$ cat src/rtl/pit_pkg.sv
// pit_pkg: register offsets and field positions shared by the timer modules.
// Assumes byte addressing; offsets fit in any ADDR_W of 5 or more.
package pit_pkg;
    localparam int OFS_CTRL  = 'h00;
    localparam int OFS_IEN   = 'h04;
    localparam int OFS_STAT  = 'h08;
    localparam int OFS_COUNT = 'h0C;
    localparam int OFS_DIV   = 'h10;
    localparam int OFS_TOP   = 'h14;
    localparam int BIT_RUN   = 0;
    localparam int BIT_UIE   = 0;
    localparam int BIT_UPD   = 0;
endpackage

$ cat src/rtl/pit_prescaler.sv
// pit_prescaler: divides the clock by limit+1 while run is high.
// Emits a one-cycle tick in the cycle where the phase is at or above limit.
// Assumes limit may change at any time; a phase above it restarts at once.
module pit_prescaler #(
    parameter int PSC_W = 16
) (
    input  logic             clk,
    input  logic             rst_n,
    input  logic             run,
    input  logic [PSC_W-1:0] limit,
    output logic             tick
);
    logic [PSC_W-1:0] phase_q;

    // tick when running and the phase has reached the divider value
    always_comb tick = run && (phase_q >= limit);

    // advance or restart the phase; hold it while stopped
    always_ff @(posedge clk) begin
        if (!rst_n)
            phase_q <= '0;
        else if (tick)
            phase_q <= '0;
        else if (run)
            phase_q <= phase_q + 1'b1;
    end

    AST_PHASE_RESTART: assert property (@(posedge clk) disable iff (!rst_n)
        tick |=> phase_q == '0);
    AST_PHASE_HOLD: assert property (@(posedge clk) disable iff (!rst_n)
        !run |=> $stable(phase_q));
endmodule

$ cat src/rtl/pit_counter.sv
// pit_counter: main up-counter advanced by prescaler ticks.
// Returns to zero when at or above top on a tick and reports that as wrap.
// A software load takes precedence over the advance in the same cycle.
module pit_counter #(
    parameter int CNT_W = 16
) (
    input  logic             clk,
    input  logic             rst_n,
    input  logic             tick,
    input  logic [CNT_W-1:0] top,
    input  logic             load,
    input  logic [CNT_W-1:0] load_val,
    output logic [CNT_W-1:0] count,
    output logic             wrap
);
    logic [CNT_W-1:0] count_q;

    // wrap event: advancing tick while at or past the reload value
    always_comb wrap = tick && (count_q >= top);

    // load, wrap, increment or hold the count
    always_ff @(posedge clk) begin
        if (!rst_n)
            count_q <= '0;
        else if (load)
            count_q <= load_val;
        else if (wrap)
            count_q <= '0;
        else if (tick)
            count_q <= count_q + 1'b1;
    end

    assign count = count_q;

    AST_WRAP_ZERO: assert property (@(posedge clk) disable iff (!rst_n)
        (wrap && !load) |=> count_q == '0);
    AST_COUNT_HOLD: assert property (@(posedge clk) disable iff (!rst_n)
        (!tick && !load) |=> $stable(count_q));
    AST_LOAD_WINS: assert property (@(posedge clk) disable iff (!rst_n)
        load |=> count_q == $past(load_val));
endmodule

$ cat src/rtl/pit_regs.sv
// pit_regs: register file, address decode, update flag and interrupt level.
// Assumes DATA_W >= CNT_W and DATA_W >= PSC_W; reads are combinational.
module pit_regs
    import pit_pkg::*;
#(
    parameter int DATA_W = 32,
    parameter int ADDR_W = 6,
    parameter int CNT_W  = 16,
    parameter int PSC_W  = 16
) (
    input  logic              clk,
    input  logic              rst_n,
    input  logic              bus_sel,
    input  logic              bus_we,
    input  logic [ADDR_W-1:0] bus_addr,
    input  logic [DATA_W-1:0] bus_wdata,
    output logic [DATA_W-1:0] bus_rdata,
    input  logic [CNT_W-1:0]  count,
    input  logic              wrap,
    output logic              run,
    output logic [PSC_W-1:0]  div,
    output logic [CNT_W-1:0]  top,
    output logic              cnt_load,
    output logic [CNT_W-1:0]  cnt_load_val,
    output logic              irq
);
    logic run_q, uie_q, flag_q;
    logic [PSC_W-1:0] div_q;
    logic [CNT_W-1:0] top_q;
    logic wr_ctrl, wr_ien, wr_stat, wr_count, wr_div, wr_top;

    // address decode for writes
    always_comb begin
        wr_ctrl  = bus_sel && bus_we && (bus_addr == ADDR_W'(OFS_CTRL));
        wr_ien   = bus_sel && bus_we && (bus_addr == ADDR_W'(OFS_IEN));
        wr_stat  = bus_sel && bus_we && (bus_addr == ADDR_W'(OFS_STAT));
        wr_count = bus_sel && bus_we && (bus_addr == ADDR_W'(OFS_COUNT));
        wr_div   = bus_sel && bus_we && (bus_addr == ADDR_W'(OFS_DIV));
        wr_top   = bus_sel && bus_we && (bus_addr == ADDR_W'(OFS_TOP));
    end

    // control and interrupt-enable bits
    always_ff @(posedge clk) begin
        if (!rst_n) begin
            run_q <= 1'b0;
            uie_q <= 1'b0;
        end else begin
            if (wr_ctrl) run_q <= bus_wdata[BIT_RUN];
            if (wr_ien)  uie_q <= bus_wdata[BIT_UIE];
        end
    end

    // sticky update flag: wrap sets, written zero clears, set wins
    always_ff @(posedge clk) begin
        if (!rst_n)
            flag_q <= 1'b0;
        else if (wrap)
            flag_q <= 1'b1;
        else if (wr_stat && !bus_wdata[BIT_UPD])
            flag_q <= 1'b0;
    end

    // divider and reload values
    always_ff @(posedge clk) begin
        if (!rst_n) begin
            div_q <= '0;
            top_q <= '1;
        end else begin
            if (wr_div) div_q <= bus_wdata[PSC_W-1:0];
            if (wr_top) top_q <= bus_wdata[CNT_W-1:0];
        end
    end

    // read multiplexer; unmapped addresses read zero
    always_comb begin
        bus_rdata = '0;
        if (bus_sel && !bus_we) begin
            case (int'(bus_addr))
                OFS_CTRL:  bus_rdata[BIT_RUN] = run_q;
                OFS_IEN:   bus_rdata[BIT_UIE] = uie_q;
                OFS_STAT:  bus_rdata[BIT_UPD] = flag_q;
                OFS_COUNT: bus_rdata = DATA_W'(count);
                OFS_DIV:   bus_rdata = DATA_W'(div_q);
                OFS_TOP:   bus_rdata = DATA_W'(top_q);
                default:   bus_rdata = '0;
            endcase
        end
    end

    // outputs towards the counting path and the interrupt line
    always_comb begin
        run          = run_q;
        div          = div_q;
        top          = top_q;
        cnt_load     = wr_count;
        cnt_load_val = bus_wdata[CNT_W-1:0];
        irq          = flag_q && uie_q;
    end

    AST_FLAG_SET: assert property (@(posedge clk) disable iff (!rst_n)
        wrap |=> flag_q);
    AST_FLAG_CAUSE: assert property (@(posedge clk) disable iff (!rst_n)
        $rose(flag_q) |-> $past(wrap));
    AST_FLAG_CLEAR: assert property (@(posedge clk) disable iff (!rst_n)
        (wr_stat && !bus_wdata[BIT_UPD] && !wrap) |=> !flag_q);
    AST_IRQ_OFF: assert property (@(posedge clk) disable iff (!rst_n)
        (!wrap && !flag_q) |=> !irq);
endmodule

$ cat src/rtl/pit_timer.sv
// pit_timer: top of the prescaled periodic interrupt timer.
// Connects the register file, prescaler and counter; no logic of its own.
module pit_timer #(
    parameter int DATA_W = 32,
    parameter int ADDR_W = 6,
    parameter int CNT_W  = 16,
    parameter int PSC_W  = 16
) (
    input  logic              clk,
    input  logic              rst_n,
    input  logic              bus_sel,
    input  logic              bus_we,
    input  logic [ADDR_W-1:0] bus_addr,
    input  logic [DATA_W-1:0] bus_wdata,
    output logic [DATA_W-1:0] bus_rdata,
    output logic              irq
);
    logic             run, tick, wrap, cnt_load;
    logic [PSC_W-1:0] div;
    logic [CNT_W-1:0] top, count, cnt_load_val;

    pit_regs #(.DATA_W(DATA_W), .ADDR_W(ADDR_W), .CNT_W(CNT_W), .PSC_W(PSC_W)) u_regs (
        .clk(clk), .rst_n(rst_n), .bus_sel(bus_sel), .bus_we(bus_we),
        .bus_addr(bus_addr), .bus_wdata(bus_wdata), .bus_rdata(bus_rdata),
        .count(count), .wrap(wrap), .run(run), .div(div), .top(top),
        .cnt_load(cnt_load), .cnt_load_val(cnt_load_val), .irq(irq)
    );

    pit_prescaler #(.PSC_W(PSC_W)) u_psc (
        .clk(clk), .rst_n(rst_n), .run(run), .limit(div), .tick(tick)
    );

    pit_counter #(.CNT_W(CNT_W)) u_cnt (
        .clk(clk), .rst_n(rst_n), .tick(tick), .top(top),
        .load(cnt_load), .load_val(cnt_load_val), .count(count), .wrap(wrap)
    );
endmodule

$ cat config.mk
export PLATFORM = sky130hd
export DESIGN_NAME = pit_timer
export DESIGN_NICKNAME = d
export VERILOG_FILES = /design/src/rtl/pit_pkg.sv /design/src/rtl/pit_prescaler.sv /design/src/rtl/pit_counter.sv /design/src/rtl/pit_regs.sv /design/src/rtl/pit_timer.sv
export SDC_FILE = /design/constraint.sdc
export NUM_CORES = 1
export LEC_CHECK = 0
export BUFFER_PORTS_ARGS = -buffer_cell sky130_fd_sc_hd__buf_4
export CORE_ASPECT_RATIO = 1.25
export CORE_UTILIZATION = 50
export CTS_CLUSTER_DIAMETER = 200
export DETAILED_ROUTE_END_ITERATION = 10
export PLACE_DENSITY = 0.73
export SLEW_MARGIN = 20
export SYNTH_ARGS = -nofsm -noshare
export SYNTH_HDL_FRONTEND = slang
export SYNTH_SLANG_ARGS = --single-unit
$ cat constraint.sdc
create_clock -name clk -period 4.2 [get_ports clk]
set_input_delay 1.26 -clock clk [delete_from_list [all_inputs] [get_ports clk]]
set_output_delay 1.26 -clock clk [all_outputs]
set_load 0.01 [all_outputs]
# After elaboration in Yosys (flattened, before gate mapping)

Cells that the tools add are included.

Add/sub/neg operators: 2
$lt $le $gt $ge: 2
Equal/unequal tests: 5
Mux-type cells: 8
Bitwise logic cells: 1
Reduce and logical (&&, ||, !) cells: 18

Operators by type and width:

| operator              | count |
|---|---|
| $mux 16               | 3 |
| $pmux 15 s3           | 1 |
| $add 16x1->16 const B | 2 |
| $ge 16x16->1          | 2 |
| $mux 32               | 1 |
| $eq 6x4->1 const B    | 2 |
| $eq 6x5->1 const B    | 2 |
| $logic_and 1x1->1     | 12 |
| $eq 6x3->1 const B    | 1 |
| $logic_not 6->1       | 1 |
| $pmux 1 s6            | 1 |
| $reduce_bool 3->1     | 1 |
| $logic_not 1->1       | 2 |
| $mux 1                | 2 |
| $reduce_bool 2->1     | 1 |
| $reduce_or 2->1       | 1 |
| $not 1->1             | 1 |

Register bits: 67
Input port bits: 42
Output and inout port bits: 33
Logic and storage cells: 43

# Logic depth before layout (Yosys ltp)

Word-level depth: 5
Gate-level depth with buffers: 10
Depth with buffers taken out: 9

# Cells and area by module

Synthesis repeated with hierarchy kept, for this count alone.

Cell total of the unflattened synthesis: 586
Area, all modules: 4,858.4 µm²

Modules (own cells, without submodules):

| module        | instances | cells each | area an instance (µm²) | sequential area each (µm²) |
|---|---|---|---|---|
| pit_regs      | 1         | 274        | 2,311.0                | 700.7 |
| pit_counter   | 1         | 177        | 1,388.8                | 320.3 |
| pit_prescaler | 1         | 135        | 1,158.6                | 320.3 |

# Worst setup path before layout

No wires, ideal clock.

Path type: input-to-output
From: input bus_addr[1]
To: output bus_rdata[10]
Data arrival time: 2.591 ns
Data required time: 2.940 ns
Path slack: 0.349 ns
Stages on the path: 6
Path buffers: 2
Path through: nor4_1 -> and3_1 -> clkbuf_1 -> clkbuf_1 -> a22oi_1 -> nor2_1

Longest elaborated chain between the ends: 3
Elaborated cells on any way between the ends: 5
Those cells by class: eq/ne: 3; mux: 2

Ends and longest elaborated chain:

| element                                  | line            | text |
|---|---|---|
| start, declared                          | pit_timer.sv:13 | `input logic [ADDR_W-1:0] bus_addr,` |
| $eq 6x5->1 or $eq 6x4->1 (tied branches) | pit_regs.sv:78  | `case (int'(bus_addr))` |
| $pmux 15 s3 (*)                          | pit_regs.sv:78  |  |
| $mux 32 (*)                              | pit_regs.sv:77  | `if (bus_sel && !bus_we) begin` |
| end, declared                            | pit_timer.sv:15 | `output logic [DATA_W-1:0] bus_rdata,` |

Mark *: on every way between the ends. The rest lies on a longest branch, timed or not.

# Worst setup path after layout

From: input bus_addr[1]
To: output bus_rdata[15]

The elaborated chain is that of the path after synthesis.

==> flow_metrics.tcl <==
set metrics [dict create \
    synth_xor_area_share_pct 3.12 \
    rsz0062_at_grt "false" \
    synth_edf_count 0 \
    cts_tree "done" \
    crit_slowest_cell "nor4_1" \
    rows 37 \
    io_pins 75 \
    hold_buffers 0 \
    via_per_inst 5.76 \
    p_switching_w 0.000296 \
    grt_pass1_wl_um 17300 \
    dp_cells 659 \
    cpPeakStageDelay_ps 360 \
    synth_compound_area_share_pct 21.6 \
    drc_errors 12 \
    period_needed_ps 3820 \
    dpl_cell_area_mm2 0.00452 \
    mappedNetlistArea_mm2 0.00421 \
    synth_cells 545 \
    clk_path_buf_depth 2 \
    worst_slack_ps 377 \
    p_leak_nw 1.97 \
    area_growth_pct 11.4 \
    finalSetupViolCount 0 \
    synthSimpleGateAreaFrac_pct 22.4 \
    met2_usage_pct 42.8 \
    core_area_mm2 0.00819 \
    vias 3879 \
    yosys-mux-area-fraction_pct 1.76 \
    synth.yosys.seq_area_share_pct 31.9 \
    whs_endpoint "u_regs.div[3]$_SDFFE_PN0P_" \
    diodes 0 \
    die_area_mm2 0.00878 \
    detailed_place_hpwl_um 7440 \
    cts_setup_buffers 0 \
    combPwrFrac_pct 6.7 \
    crit_arrival_ps 2560 \
    grt_util_met3_pct 4.58 \
    pwr-share-seq_pct 53.7 \
    worstReg2RegStart "u_regs.top[2]$_SDFFE_PN1P_" \
    synthAdderAreaFrac_pct 10.1 \
    path_class "in -> out" \
    finalInstanceArea_mm2 0.00468 \
    die_h_um 105 \
    hold_depth 2 \
    fin_crit_sh_pct 91.0 \
    worstSetupStartpointType "primary input" \
    slew_violations 0 \
    die_w_um 84.0 \
    grt_overflow 0 \
    yosysUniqueCellTypes 52 \
    crit_path_end_kind "output pin" \
    drtPass1Iterations 8 \
    crit_chain "buf_4 -> nor4_1 -> and3_1 -> buf_12 -> a22oi_1 -> nor2_1 -> buf_4" \
    worst_slew_pin_slew_ps 817 \
    holdCritStartpoint "u_regs.div[3]$_SDFFE_PN0P_" \
    grt_pass1_vias 3706 \
    r2r_end "u_cnt.count[14]$_SDFFE_PN0P_" \
    gr-max-usage-layer "met2" \
    wl_per_cell_um 15.6 \
    critical_path_buf_inv_count 3 \
    port_buffers 42 \
    cts.sinks 67 \
    preCtsSetupSlack_ps 377 \
    drive_above_1_share_pct 12.3 \
    h-tree-depth 3 \
    path_delay_family "simple AND/OR/NAND/NOR gates" \
    cpMostUsedCell "buf_4" \
    ant_nets 0 \
    swShare_pct 24.9 \
    track_usage_pct 25.0 \
    skew_ps 8.52 \
    max-slew-margin-rel_pct 45.5 \
    routed_wl_um 10500 \
    cts.clk_slew.worst_paths_ps 70 \
    p_int_w 0.000892 \
    yosys_warnings 0 \
    required_ps 2940 \
    async_flop_share_pct 0 \
    status "finished, violations left" \
    numCtsBuffers 9 \
    initial_core_util_pct 51.3 \
    hold_viol 0 \
    failed_checks "design-rule violations" \
    rr_worst_depth 9 \
    utilization_pct 57.2 \
    root_buffer "clkbuf_8" \
    routabilityCongestion 0.840 \
    reg2reg_slack_ps 1300 \
    tns_ps 0 \
    fin_nets 649 \
    grt_max_degree 53 \
    fmax_mhz 262 \
    synth_top_family_by_area "simple AND/OR/NAND/NOR gates" \
    maxCapViolations 0 \
    fin_cells 674 \
    avgSynthCellArea_um2 7.72 \
    cts_resized 0 \
    synth_seq_cells 67 \
    peakVddDrop_mv 0.131 \
    hp-class "reg -> reg" \
    drtIter0Drc 217 \
    clockPowerShare_pct 39.6 \
    synth_flop_cell "dfxtp_1" \
    antenna_found_initial 0 \
    clock_latency_ps 350 \
    power_density_mw_per_mm2 254 \
    critPathMaxFanout 15 \
    gr-usage-met1_pct 30.1 \
]
per-stage QoR:
| stage | hold WS [ps] | total power [W] |
|---|---|---|
| floorplan | 435 | 0.000706 |
| global placement | 440 | 0.000731 |
| detailed placement | 451 | 0.000732 |
| CTS | 461 | 0.00119 |
| global route | 481 | 0.00122 |
| finish | 456 | 0.00119 |
state kept, by name, indices dropped and copies added, names as in the netlist:
register / flops
u_cnt.count: 16
u_psc.phase_q: 16
u_regs.div: 16
u_regs.flag_q: 1
u_regs.run: 1
u_regs.top: 16
u_regs.uie_q: 1
worst register-to-register path, cell delays in order, from the launching register on:
cell and delay, ps:
dfxtp_1 340, inv_1 70, ha_1 310, a211o_1 290
a31oi_1 150, o221ai_1 180, a211o_1 550, or2_4 400
or3_1 370, a31oi_1 170
power groups by stage:
stage	combinational (W)	sequential [W]	clock, W
floorplan	0.0000537	0.000652	0
global placement	0.0000780	0.000653	0
detailed placement	0.0000788	0.000653	0
CTS	0.0000789	0.000638	0.000473
global route	0.0000871	0.000638	0.000495
finish	0.0000794	0.000638	0.000470
layer usage:
metal  vias up  wire length [µm]
met1      1807              4620
met4         0               276
li1       1929                 -
met5         -                 0
met3        24               526
met2       119              5120
worst max-delay path by stage:
stage / from / endpoint / slack, ps / cells after the start
finish: bus_addr[1] / bus_rdata[15] / 380 / 7
detailed placement: bus_addr[1] / bus_rdata[15] / 380 / 7
global placement: bus_addr[1] / bus_rdata[1] / 420 / 7
CTS: bus_addr[1] / bus_rdata[15] / 370 / 7
global route: bus_addr[1] / bus_rdata[15] / 270 / 7
floorplan: bus_addr[1] / bus_rdata[10] / 350 / 6
cell usage in the layout, fill, tap and decap left out, types with 2 or more instances in the layout:
cell type	n
nand2_1	81
dfxtp_1	67
o21ai_0	50
buf_4	48
nor2_1	43
inv_1	37
ha_1	34
a22oi_1	16
o211ai_1	16
conb_1	16
a31oi_1	15
a21oi_1	14
xor2_1	10
clkbuf_8	10
a21boi_0	9
nand3_1	9
nand4_1	9
and3_1	8
a21boi_1	8
nor2b_1	7
nand3b_1	7
or3_1	6
xnor2_1	5
nand2b_1	4
and2_1	4
and4_1	4
mux2i_1	4
nand4b_1	3
nor3_1	3
clkinv_2	3
a211o_1	2
o21a_1	2
o31a_1	2
clkbuf_1	2
synth_stat cells, drive strengths merged, types with 14 or more instances:
master / number / area, µm²
nand2: 82 / 310
ha: 34 / 425
a21boi: 17 / 128
nor2: 44 / 168
inv: 37 / 139
buf: 22 / 146
dfxtp: 67 / 1340
o211ai: 16 / 120
a31oi: 15 / 93.8
a21oi: 14 / 70.1
clkbuf: 25 / 93.8
a22oi: 16 / 120
o21ai: 50 / 250
logic make-up (layout without fill, tap and decap cells):
| family | count (synthesis) | count (layout) |
|---|---|---|
| AO/OA/AOI/OAI | 142 | 142 |
| XOR/XNOR | 15 | 15 |
| adder cells (fa/ha/maj) | 34 | 34 |
| buffers and inverters | 84 | 101 |
| flip-flops | 67 | 67 |
| multiplexers | 6 | 6 |
| other | 1 | 16 |
| AND/OR/NAND/NOR | 196 | 196 |
cell type report:
type	instances	area, µm²
Sequential cell	67	1340
Inverter	37	139
Tap cell	97	121
Clock inverter	3	15.0
Clock buffer	12	145
Fill cell	734	3510
Multi-Input combinational cell	409	2540
Timing Repair Buffer	49	380
(Power assumes the default switching activity.)
